===== config.mk =====
export PLATFORM = sky130hd
export DESIGN_NAME = nvwin_bridge
export DESIGN_NICKNAME = d
export VERILOG_FILES = /design/src/rtl/nvwin_pkg.sv /design/src/rtl/nvwin_addr_map.sv /design/src/rtl/nvwin_seq.sv /design/src/rtl/nvwin_req_hold.sv /design/src/rtl/nvwin_bridge.sv
export SDC_FILE = /design/constraint.sdc
export NUM_CORES = 1
export LEC_CHECK = 0
export ABC_AREA = 1
export BUFFER_PORTS_ARGS = -buffer_cell sky130_fd_sc_hd__buf_2
export CAP_MARGIN = 20
export CORE_MARGIN = 5
export CORE_UTILIZATION = 30
export DETAILED_ROUTE_END_ITERATION = 6
export GPL_TIMING_DRIVEN = 0
export MAX_ROUTING_LAYER = met4
export PLACE_DENSITY_LB_ADDON = 0.25
export SYNTH_ARGS = -nofsm -noshare
export SYNTH_HDL_FRONTEND = slang
export SYNTH_HIERARCHICAL = 1
export SYNTH_SLANG_ARGS = --single-unit

===== constraint.sdc =====
create_clock -name clk -period 3 [get_ports clk]
set_input_delay 0.15 -clock clk [delete_from_list [all_inputs] [get_ports clk]]
set_output_delay 0.15 -clock clk [all_outputs]
set_load 0.03 [all_outputs]

===== src/rtl/nvwin_pkg.sv =====
package nvwin_pkg;

    typedef enum logic [1:0] {
        ST_IDLE = 2'd0,
        ST_PAGE = 2'd1,
        ST_WIN  = 2'd2,
        ST_ACK  = 2'd3
    } nvwin_state_e;

endpackage


===== src/rtl/nvwin_addr_map.sv =====
module nvwin_addr_map #(
    parameter int ADDR_W   = 13,
    parameter int WIN_BITS = 5,
    parameter int SPREAD   = 4,
    parameter int STRIDE_W = 4,
    parameter int DATA_W   = 8,
    parameter int DEV_AW   = ADDR_W + STRIDE_W
) (
    input  logic [ADDR_W-1:0]   addr,
    input  logic [STRIDE_W-1:0] stride,
    input  logic                direct,
    output logic [DATA_W-1:0]   page_val,
    output logic [DEV_AW-1:0]   data_addr
);
    localparam int PAGE_W = ADDR_W - WIN_BITS;

    logic [DEV_AW-1:0] win_addr;
    logic [DEV_AW-1:0] flat_addr;

    // page register value: upper address bits, fitted to the data bus
    generate
        if (DATA_W >= PAGE_W) begin : g_page_ext
            assign page_val = DATA_W'(addr[ADDR_W-1:WIN_BITS]);
        end else begin : g_page_trunc
            assign page_val = addr[WIN_BITS +: DATA_W];
        end
    endgenerate

    assign win_addr  = DEV_AW'(addr[WIN_BITS-1:0]) << SPREAD;
    assign flat_addr = DEV_AW'(addr) * DEV_AW'(stride);
    assign data_addr = direct ? flat_addr : win_addr;

endmodule


===== src/rtl/nvwin_seq.sv =====
module nvwin_seq
    import nvwin_pkg::*;
(
    input  logic clk,
    input  logic rst_n,
    input  logic start,
    input  logic direct,
    input  logic dev_done,
    output logic idle,
    output logic page_phase,
    output logic win_phase,
    output logic ack_phase
);
    nvwin_state_e state, state_nxt;

    always_ff @(posedge clk or negedge rst_n) begin
        if (!rst_n) state <= ST_IDLE;
        else        state <= state_nxt;
    end

    always_comb begin
        state_nxt = state;
        unique case (state)
            ST_IDLE: if (start)    state_nxt = direct ? ST_WIN : ST_PAGE;
            ST_PAGE: if (dev_done) state_nxt = ST_WIN;
            ST_WIN:  if (dev_done) state_nxt = ST_ACK;
            ST_ACK:                state_nxt = ST_IDLE;
            default:               state_nxt = ST_IDLE;
        endcase
    end

    always_comb begin
        idle       = 1'b0;
        page_phase = 1'b0;
        win_phase  = 1'b0;
        ack_phase  = 1'b0;
        unique case (state)
            ST_IDLE: idle       = 1'b1;
            ST_PAGE: page_phase = 1'b1;
            ST_WIN:  win_phase  = 1'b1;
            ST_ACK:  ack_phase  = 1'b1;
            default: idle       = 1'b1;
        endcase
    end

endmodule


===== src/rtl/nvwin_req_hold.sv =====
module nvwin_req_hold #(
    parameter int ADDR_W = 13,
    parameter int DATA_W = 8
) (
    input  logic              clk,
    input  logic              rst_n,
    input  logic              take,
    input  logic              in_write,
    input  logic              in_direct,
    input  logic [ADDR_W-1:0] in_addr,
    input  logic [DATA_W-1:0] in_wdata,
    input  logic              grab_rd,
    input  logic [DATA_W-1:0] rd_byte,
    output logic              q_write,
    output logic              q_direct,
    output logic [ADDR_W-1:0] q_addr,
    output logic [DATA_W-1:0] q_wdata,
    output logic [DATA_W-1:0] q_rdata
);
    always_ff @(posedge clk or negedge rst_n) begin
        if (!rst_n) begin
            q_write  <= 1'b0;
            q_direct <= 1'b0;
            q_addr   <= '0;
            q_wdata  <= '0;
        end else if (take) begin
            q_write  <= in_write;
            q_direct <= in_direct;
            q_addr   <= in_addr;
            q_wdata  <= in_wdata;
        end
    end

    always_ff @(posedge clk or negedge rst_n) begin
        if (!rst_n)       q_rdata <= '0;
        else if (grab_rd) q_rdata <= rd_byte;
    end

endmodule


===== src/rtl/nvwin_bridge.sv =====
module nvwin_bridge #(
    parameter int ADDR_W   = 13,
    parameter int WIN_BITS = 5,
    parameter int SPREAD   = 4,
    parameter int STRIDE_W = 4,
    parameter int DATA_W   = 8
) (
    input  logic                         clk,
    input  logic                         rst_n,
    input  logic                         map_direct,
    input  logic [STRIDE_W-1:0]          stride,
    input  logic                         req_valid,
    input  logic                         req_write,
    input  logic [ADDR_W-1:0]            req_addr,
    input  logic [DATA_W-1:0]            req_wdata,
    output logic                         host_ready,
    output logic                         host_ack,
    output logic [DATA_W-1:0]            host_rdata,
    output logic                         dev_page_sel,
    output logic [ADDR_W+STRIDE_W-1:0]   dev_addr,
    output logic [DATA_W-1:0]            dev_wdata,
    output logic                         dev_wr,
    output logic                         dev_rd,
    input  logic                         dev_done,
    input  logic [DATA_W-1:0]            dev_rdata
);
    localparam int DEV_AW = ADDR_W + STRIDE_W;

    logic              idle, page_phase, win_phase, ack_phase;
    logic              start;
    logic              q_write, q_direct;
    logic [ADDR_W-1:0] q_addr;
    logic [DATA_W-1:0] q_wdata;
    logic [DATA_W-1:0] page_val;
    logic [DEV_AW-1:0] data_addr;
    logic              grab_rd;

    assign start   = req_valid & idle;
    assign grab_rd = win_phase & dev_done & ~q_write;

    nvwin_seq u_seq (
        .clk        (clk),
        .rst_n      (rst_n),
        .start      (start),
        .direct     (map_direct),
        .dev_done   (dev_done),
        .idle       (idle),
        .page_phase (page_phase),
        .win_phase  (win_phase),
        .ack_phase  (ack_phase)
    );

    nvwin_req_hold #(.ADDR_W(ADDR_W), .DATA_W(DATA_W)) u_hold (
        .clk       (clk),
        .rst_n     (rst_n),
        .take      (start),
        .in_write  (req_write),
        .in_direct (map_direct),
        .in_addr   (req_addr),
        .in_wdata  (req_wdata),
        .grab_rd   (grab_rd),
        .rd_byte   (dev_rdata),
        .q_write   (q_write),
        .q_direct  (q_direct),
        .q_addr    (q_addr),
        .q_wdata   (q_wdata),
        .q_rdata   (host_rdata)
    );

    nvwin_addr_map #(
        .ADDR_W   (ADDR_W),
        .WIN_BITS (WIN_BITS),
        .SPREAD   (SPREAD),
        .STRIDE_W (STRIDE_W),
        .DATA_W   (DATA_W),
        .DEV_AW   (DEV_AW)
    ) u_map (
        .addr      (q_addr),
        .stride    (stride),
        .direct    (q_direct),
        .page_val  (page_val),
        .data_addr (data_addr)
    );

    always_comb begin
        host_ready   = idle;
        host_ack     = ack_phase;
        dev_page_sel = page_phase;
        dev_addr     = page_phase ? '0 : data_addr;
        dev_wdata    = page_phase ? page_val : q_wdata;
        dev_wr       = page_phase | (win_phase & q_write);
        dev_rd       = win_phase & ~q_write;
    end

endmodule


* Yosys cells after proc, flatten, opt, wreduce, memory -nomap -nowiden
Cells that the tools add are included.
** Storage, ports and cells
- Input bits :: 39
- Output and inout port bits :: 38
- Bits in latches :: 0
- Bits in writable memories :: 0
- Word-level logic and storage cells :: 34
- Bits in read-only memories :: 0
- Memories :: 0
- Register bits after elaboration :: 33
** Cells by class
- Equality and inequality tests :: 6
- Shifts and indexed selects :: 0
- Reductions and logical operators :: 2
- Mux-type cells :: 12
- $add $sub $neg :: 0
- $lt $le $gt $ge :: 0
- Multipliers :: 1
- Divide/modulo/power cells :: 0
- Bitwise gates (word level) :: 7
** Operator list (count)
- $mux W17 :: 2
- $mul A13 B4 Y17 :: 1
- $mux W2 :: 4
- $mux W8 :: 1
- $pmux W2 S4 :: 1
- $ne A2 B2 Y1 const B :: 3
- $and A1 B1 Y1 :: 5
- $eq A2 B2 Y1 const B :: 2
- $mux W1 :: 4
- $reduce_and A3 Y1 :: 1
- $eq A2 B1 Y1 const B :: 1
- $logic_not A2 Y1 :: 1
- $not A1 Y1 :: 1
- $or A1 B1 Y1 :: 1

* Logic depth before layout (Yosys ltp)
Gate-level depths: netlist of the first run.
- Depth after elaboration :: 5
- Gate-level depth with buffers :: 19
- Gate-level depth less buffers :: 18

* By module
Netlist of the first run, hierarchy kept.
** Modules (own cells, without submodules)
- nvwin_addr_map :: cells an instance 367, area an instance 2038.2 um^2, seq. area each 0.0 um^2, times used 1
- nvwin_req_hold :: cells an instance 131, area an instance 1174.9 um^2, seq. area each 775.7 um^2, times used 1
- nvwin_bridge :: cells an instance 70, area an instance 300.3 um^2, seq. area each 0.0 um^2, times used 1
- nvwin_seq :: cells an instance 28, area an instance 187.7 um^2, seq. area each 50.0 um^2, times used 1

* Worst setup path after synthesis of the first run
OpenSTA, ideal clock, no wires.
- Path kind :: register to output
- From :: reg u_hold.q_addr[8]
- To :: out dev_addr[16]
- Setup slack :: -0.178 ns
- Required time :: 2.850 ns
- Data arrival time :: 3.028 ns
- Cell stages (with the launch flop) :: 17
- Path buffers :: 0
- Cells stage by stage :: dfrtp_1 -> nand2_1 -> inv_1 -> fa_1 -> inv_1 -> fa_1 -> inv_1 -> ha_1 -> nand2_1 -> inv_1 -> nand2_1 -> nand2_1 -> a21oi_1 -> a21oi_1 -> nor2_1 -> inv_1 -> nor2_1
** Between the ends
- Word-level cells in the longest chain between the ends :: 3
** Ends and longest elaborated chain
- start, declared :: line nvwin_req_hold.sv:16 : output logic [ADDR_W-1:0] q_addr,
- start signal, assigned :: line nvwin_req_hold.sv:29 : q_addr <= in_addr;
- $mul A13 B4 Y17 :: line nvwin_addr_map.sv:30 : assign flat_addr = DEV_AW'(addr) * DEV_AW'(stride);
- $mux W17 :: line nvwin_addr_map.sv:31 : assign data_addr = direct ? flat_addr : win_addr;
- net data_addr[16] :: line nvwin_bridge.sv:35 : logic [DEV_AW-1:0] data_addr;
- $mux W17 :: line nvwin_bridge.sv:89 : dev_addr = page_phase ? '0 : data_addr;
- end, declared :: line nvwin_bridge.sv:20 : output logic [ADDR_W+STRIDE_W-1:0] dev_addr,
The timed path passes the listed nets, and every way through them passes these cells.

* Worst setup path in the final report of the first run
- From :: reg u_hold.q_addr[4]
- To :: out dev_addr[6]
Same word-level chain as after synthesis.

==> results.json, run 1 <==
{
  "status": "finished, violations left",
  "violations": "negative setup slack",
  "coreArea_sq_um": 12100,
  "r2r-start": "u_seq/state[0]",
  "ys_seq_area_frac": 0.223,
  "clk_pin_slew_worst_paths_ns": 0.06,
  "worst_pin_slew_ns": 0.736,
  "via_count": 3627,
  "ys_warn_count": 6,
  "synthCells": 596,
  "initial_core_util": 0.307,
  "slew_violations": 0,
  "netlist_area_sq_um": 3700,
  "dp_hpwl_mm": 7.64,
  "synth_edf_count": 0,
  "post_dp_cell_area_sq_um": 4340,
  "fmax_ghz": 0.297,
  "cap_violations": 0,
  "rr_endpoint": "u_seq/state[1]",
  "routed_wirelength_mm": 9.91,
  "synth_area_leaders": "nand2_1, dfrtp_1, inv_1",
  "cp_cell_sequence": "nand2_1 -> inv_2 -> fa_1 -> inv_2 -> fa_1 -> inv_2 -> ha_4 -> buf_4 -> nand3_4 -> nand3_4 -> buf_6 -> xnor2_1 -> o21ai_1 -> inv_1 -> nor2_2 -> buf_6",
  "antenna_left": 0,
  "final.setup.tns_ns": -3.65,
  "async_reset_ff_frac": 1.00,
  "avgSynthCellArea_sq_um": 6.21,
  "cts_made_buffers": 5,
  "timing.slew.headroom": 0.509,
  "path_max_fanout": 5,
  "synth-seq-cells": 33,
  "nets": 798,
  "cpMostUsedCell": "inv_2",
  "vias_per_cell": 4.11,
  "arrival_ns": 3.22,
  "ys_types": 26,
  "fin_crit_ns": 3.37,
  "slowest_delay_ns": 0.54,
  "cp.required_ns": 2.85,
  "cts-root-buf": "clkbuf_16",
  "drive_above_1_share": 0.373,
  "gp_congestion": 0.877,
  "drc": 0,
  "overflow": 0,
  "hold_class": "primary input to flip-flop",
  "cts_tree": "yes",
  "regToRegSetupSlack_ns": 1.37,
  "drtPass1Iterations": 4,
  "hold_viol": 0,
  "antenna_found_initial": 1,
  "fin_skew_ns": 0.00422,
  "finalSetupViolations": 12,
  "worst-setup-path-type": "flip-flop to output pin",
  "final.period_utilization": 1.12,
  "yosysTopAreaCell": "nand2_1",
  "cts_htree_levels": 2,
  "worst_slack_ns": -0.367,
  "synth_common_cells": "nand2_1, inv_1, nor2_1",
  "fin_area_sq_um": 5240,
  "rsz0062_at_grt": "yes",
  "startpoint": "u_hold/q_addr[4]",
  "end_kind": "output pin",
  "instances_no_fill": 882,
  "die_w_um": 121,
  "clock_sinks": 33,
  "clk_path_buf_depth": 2,
  "yosysMostFrequentCell": "nand2_1",
  "grtUsageTotal": 0.141,
  "io_pins": 77,
  "dp_cells": 840,
  "worstSkewPairLatency_ns": 0.27,
  "std_cell_rows": 40,
  "grt_pass1_wl_mm": 16.8,
  "dr.first_iter.drc_count": 114,
  "wire_per_inst_um": 11.2,
  "grt_max_degree": 34,
  "yosysTopAreaCellShare": 0.263,
  "dieArea_sq_um": 14700,
  "ys.flop_type": "dfrtp_1",
  "endpoint": "dev_addr[6]",
  "rr_worst_depth": 9,
  "worst_setup_path_start_kind": "flip-flop",
  "cp_slowest_cell": "fa_1",
  "portBuffers": 76,
  "die_h_um": 121,
  "synth_fp_nets": 682,
  "grt_pass1_vias": 3834,
  "area_delta_synth_final_pct": 41.6
}
[logic make-up (layout without fill, tap and decap cells)]
group,count (synthesis),after routing,synth area share
XOR/XNOR,3,3,0.00710
AO/OA/AOI/OAI,19,19,0.0260
flip-flops,33,33,0.223
AND/OR/NAND/NOR,326,326,0.344
adder cells (fa/ha/maj),47,47,0.204
other,0,1,0
buffers and inverters,168,285,0.196
[critical path: cells and delay by family, from the launching register on]
kind	cells	cell delay, ns
xor+xnor	1	0.11
buf+inv	7	0.61
simple gates	4	0.35
flops	1	0.43
fa+ha+maj	3	1.31
compound gates	1	0.13
[how the worst min path moves through the flow]
stage / end / start / cells after the start
4_1_cts: u_hold/q_rdata[6] / dev_rdata[6] / 3
3_3_place_gp: u_hold/q_wdata[6] / rst_n / 1
3_5_place_dp: u_hold/q_wdata[5] / rst_n / 1
5_1_grt: u_hold/q_addr[11] / req_addr[11] / 3
2_1_floorplan: u_hold/q_addr[0] / rst_n / 0
6_report: u_hold/q_rdata[6] / dev_rdata[6] / 3
[per-layer routing]
layer | global-route usage | wire (um) | vias to the layer above
met5 | - | 0 | -
met4 | 0.0262 | 50 | 0
met3 | 0.0191 | 460 | 6
met2 | 0.248 | 4810 | 82
met1 | 0.174 | 4590 | 1613
li1 | - | - | 1926
[metrics by stage]
step	setup slack, ns	hold slack, ns	util
floorplan	-0.0484	-0.146	-
global placement	-0.541	0.268	0.360
detailed placement	-0.610	0.278	0.360
CTS	-0.341	0.0640	0.420
global route	-0.526	0.0685	0.435
finish	-0.367	0.0676	0.435
[state kept, by name (all words and copies together) (netlist names)]
signal	flops
u_hold/q_wdata	8
u_hold/q_addr	13
u_hold/q_direct	1
u_seq/state	2
u_hold/q_write	1
u_hold/q_rdata	8
[repair_timing]
action                                  in CTS  in global routing
gates resized for setup                    114                 53
endpoints found under the setup margin      14                 13
endpoints found under the hold margin       33                  0
hold buffers                                 1                  0
buffers inserted                            22                 10
pin swaps                                   34                 48
[layout by cell type, fill, tap and decap left out, types with 5 or more instances in the layout]
| cell | count |
|---|---|
| buf_2 | 65 |
| dfrtp_2 | 10 |
| nor2_2 | 12 |
| buf_6 | 18 |
| nand2_2 | 30 |
| nand2_1 | 224 |
| nand3_1 | 6 |
| dfrtp_1 | 23 |
| inv_1 | 111 |
| nor2_4 | 10 |
| a21oi_1 | 6 |
| ha_1 | 16 |
| nand2_4 | 7 |
| fa_1 | 21 |
| ha_4 | 9 |
| clkbuf_16 | 5 |
| nand3_2 | 7 |
| buf_4 | 41 |
| o21ai_1 | 7 |
| inv_2 | 35 |
| nor2_1 | 23 |
[layout make-up]
class | instances | area (sq um)
clock buffer | 5 | 125
timing repair buffer | 109 | 716
sequential | 33 | 838
clock inverter | 3 | 46.3
inverter | 147 | 552
fill | 1258 | 6820
buffer | 21 | 179
multi-input combinational | 395 | 2570
tap | 168 | 210
antenna | 1 | 2.50
Power of run 1 is left out: the tool's default activity adds up to more than one toggle a clock period on the data nets, which glitch-free logic cannot reach.
==> run 2, diff against run 1 <==
--- a/config.mk
+++ b/config.mk
@@ -9,11 +9,12 @@
 export BUFFER_PORTS_ARGS = -buffer_cell sky130_fd_sc_hd__buf_2
 export CAP_MARGIN = 20
 export CORE_MARGIN = 5
-export CORE_UTILIZATION = 30
+export CORE_UTILIZATION = 40
 export DETAILED_ROUTE_END_ITERATION = 6
 export GPL_TIMING_DRIVEN = 0
 export MAX_ROUTING_LAYER = met4
 export PLACE_DENSITY_LB_ADDON = 0.25
+export SETUP_SLACK_MARGIN = 0.05
 export SYNTH_ARGS = -nofsm -noshare
 export SYNTH_HDL_FRONTEND = slang
 export SYNTH_HIERARCHICAL = 1
==> run 2 against run 1 <==
- the flow still finishes with violations (negative setup slack)
- critical path depth unchanged
- register-to-register slack better by 0.08 ns
- clock skew up 0.0037 ns
- cell count down 7.3%
- global-route usage up 3.2 points
- clock-buffer cell count unchanged
- via count up 0.19%
- die area down 23%
- sequential share of layout area up 0.20 points
- critical endpoint is now dev_addr[8]
- largest cell class unchanged
==> results.json, run 2 (synthesized netlist as in run 1, its figures left out) <==
{
  "cts_tree": "yes",
  "worst-setup-path-type": "flip-flop to output pin",
  "layout_commonest_cell": "nand2_1",
  "num_antenna_cells": 0,
  "via_count": 3634,
  "fmax_ghz": 0.294,
  "die_w_um": 106,
  "fin_skew_ns": 0.00793,
  "reg_top3": "u_hold/q_addr x13, u_hold/q_rdata x8, u_hold/q_wdata x8",
  "path_max_fanout": 5,
  "wire_per_inst_um": 11.5,
  "worst_pin_slew_ns": 0.735,
  "coreArea_sq_um": 9110,
  "cts_htree_levels": 2,
  "worst_setup_path_start_kind": "flip-flop",
  "overflow": 0,
  "dieArea_sq_um": 11300,
  "fin_crit_ns": 3.41,
  "timing.slew.headroom": 0.510,
  "final.setup.tns_ns": -3.42,
  "worstSkewPairLatency_ns": 0.28,
  "gp_congestion": 0.863,
  "drive_above_1_share": 0.382,
  "die_h_um": 106,
  "antenna_left": 0,
  "grt_pass1_wl_mm": 15.9,
  "dp_hpwl_mm": 7.16,
  "finalSetupViolations": 12,
  "drtPass1Iterations": 4,
  "drc": 0,
  "clk_path_buf_depth": 2,
  "grt_max_degree": 34,
  "layout_common_cells": "nand2_1, inv_1, buf_2, buf_4, nand2_2",
  "status": "finished, violations left",
  "clock_sinks": 33,
  "portBuffers": 76,
  "antenna_found_initial": 0,
  "top_register": "u_hold/q_addr",
  "cts-root-buf": "clkbuf_8",
  "dr.first_iter.drc_count": 106,
  "final.period_utilization": 1.14,
  "hold_viol": 0,
  "cap_violations": 0,
  "std_cell_rows": 35,
  "end_kind": "output pin",
  "nets": 792,
  "io_pins": 77,
  "initial_core_util": 0.406,
  "grt_pass1_vias": 3602,
  "area_delta_synth_final_pct": 39.9,
  "hold_slack_ns": 0.0623,
  "largest_register_ffs": 13,
  "arrival_ns": 3.26,
  "post-route-util": 0.569,
  "pre_cts_ws_ns": -0.593,
  "cp.required_ns": 2.85,
  "violations": "negative setup slack",
  "routed_wirelength_mm": 9.42,
  "rsz0062_at_grt": "yes",
  "slew_violations": 0,
  "worst_slack_ns": -0.407,
  "vias_per_cell": 4.44,
  "hold_class": "primary input to flip-flop",
  "grtUsageTotal": 0.172,
  "cts_made_buffers": 5,
  "clk_pin_slew_worst_paths_ns": 0.07
}
[run 2: cell count changes in the layout (fill, tap and decap cells not counted), moves of 2 or more]
cell	delta
nand2_1	-9
nand2_2	+7
nor2_2	-7
nor2_4	+6
clkbuf_16	-5
clkbuf_8	+5
buf_4	-4
buf_2	-2
ha_1	-2
ha_4	+2
inv_2	-2
nand2_4	+2
nand3_4	+2
[run 2: stage by stage]
step / instances / instance area (sq um)
2_1_floorplan: 596 / 3810
3_3_place_gp: 783 / 4330
3_5_place_dp: 783 / 4330
4_1_cts: 812 / 4880
5_1_grt: 818 / 5180
6_report: 818 / 5180
[run 2: repair_timing]
item,CTS,global route
endpoints found under the hold margin,33,0
pin swaps,23,64
gates cloned,0,0
hold buffers,1,0
resized for setup,88,94
endpoints found under the setup margin,14,14
setup buffers,20,6
[run 2: path summary, 6_finish.rpt]
kind,startpoint,to,slack [ns],cells past startpoint
hold reg to reg,u_hold/q_wdata[2],u_hold/q_wdata[2],0.48,2
max in group asynchronous,rst_n,u_hold/q_addr[5],2.02,2
hold / removal,dev_rdata[7],u_hold/q_rdata[7],0.06,3
min in group asynchronous,rst_n,u_hold/q_addr[12],0.47,2
setup reg to reg,u_seq/state[0],u_seq/state[1],1.45,9
setup / recovery,u_hold/q_addr[2],dev_addr[8],-0.41,16
[run 2: cell type report]
| class | instances | area (sq um) |
|---|---|---|
| timing repair buffer | 103 | 669 |
| tap | 111 | 139 |
| multi-input combinational | 395 | 2680 |
| fill | 880 | 3930 |
| clock buffer | 5 | 68.8 |
| buffer | 21 | 179 |
| inverter | 147 | 554 |
| sequential | 33 | 838 |
| clock inverter | 3 | 46.3 |
[run 2: critical path: stages, from the launching register on]
cell	delay (ns)
dfrtp_2	0.45
nand2_2	0.08
inv_2	0.04
fa_1	0.53
inv_1	0.05
fa_1	0.49
inv_2	0.05
ha_4	0.32
nand2_2	0.08
nor2_4	0.11
nand2_2	0.08
buf_4	0.14
a31oi_1	0.18
o21ai_1	0.11
inv_1	0.10
nor2_4	0.04
buf_6	0.13
[run 2: routing by layer]
metal | up-vias | part of all wire | GRT usage
met1 | 1626 | 0.46 | 0.218
met5 | - | 0 | -
met3 | 6 | 0.047 | 0.0231
li1 | 1911 | - | -
met4 | 0 | 0.0075 | 0.0352
met2 | 91 | 0.49 | 0.297
Power of run 2 is left out for the same reason.
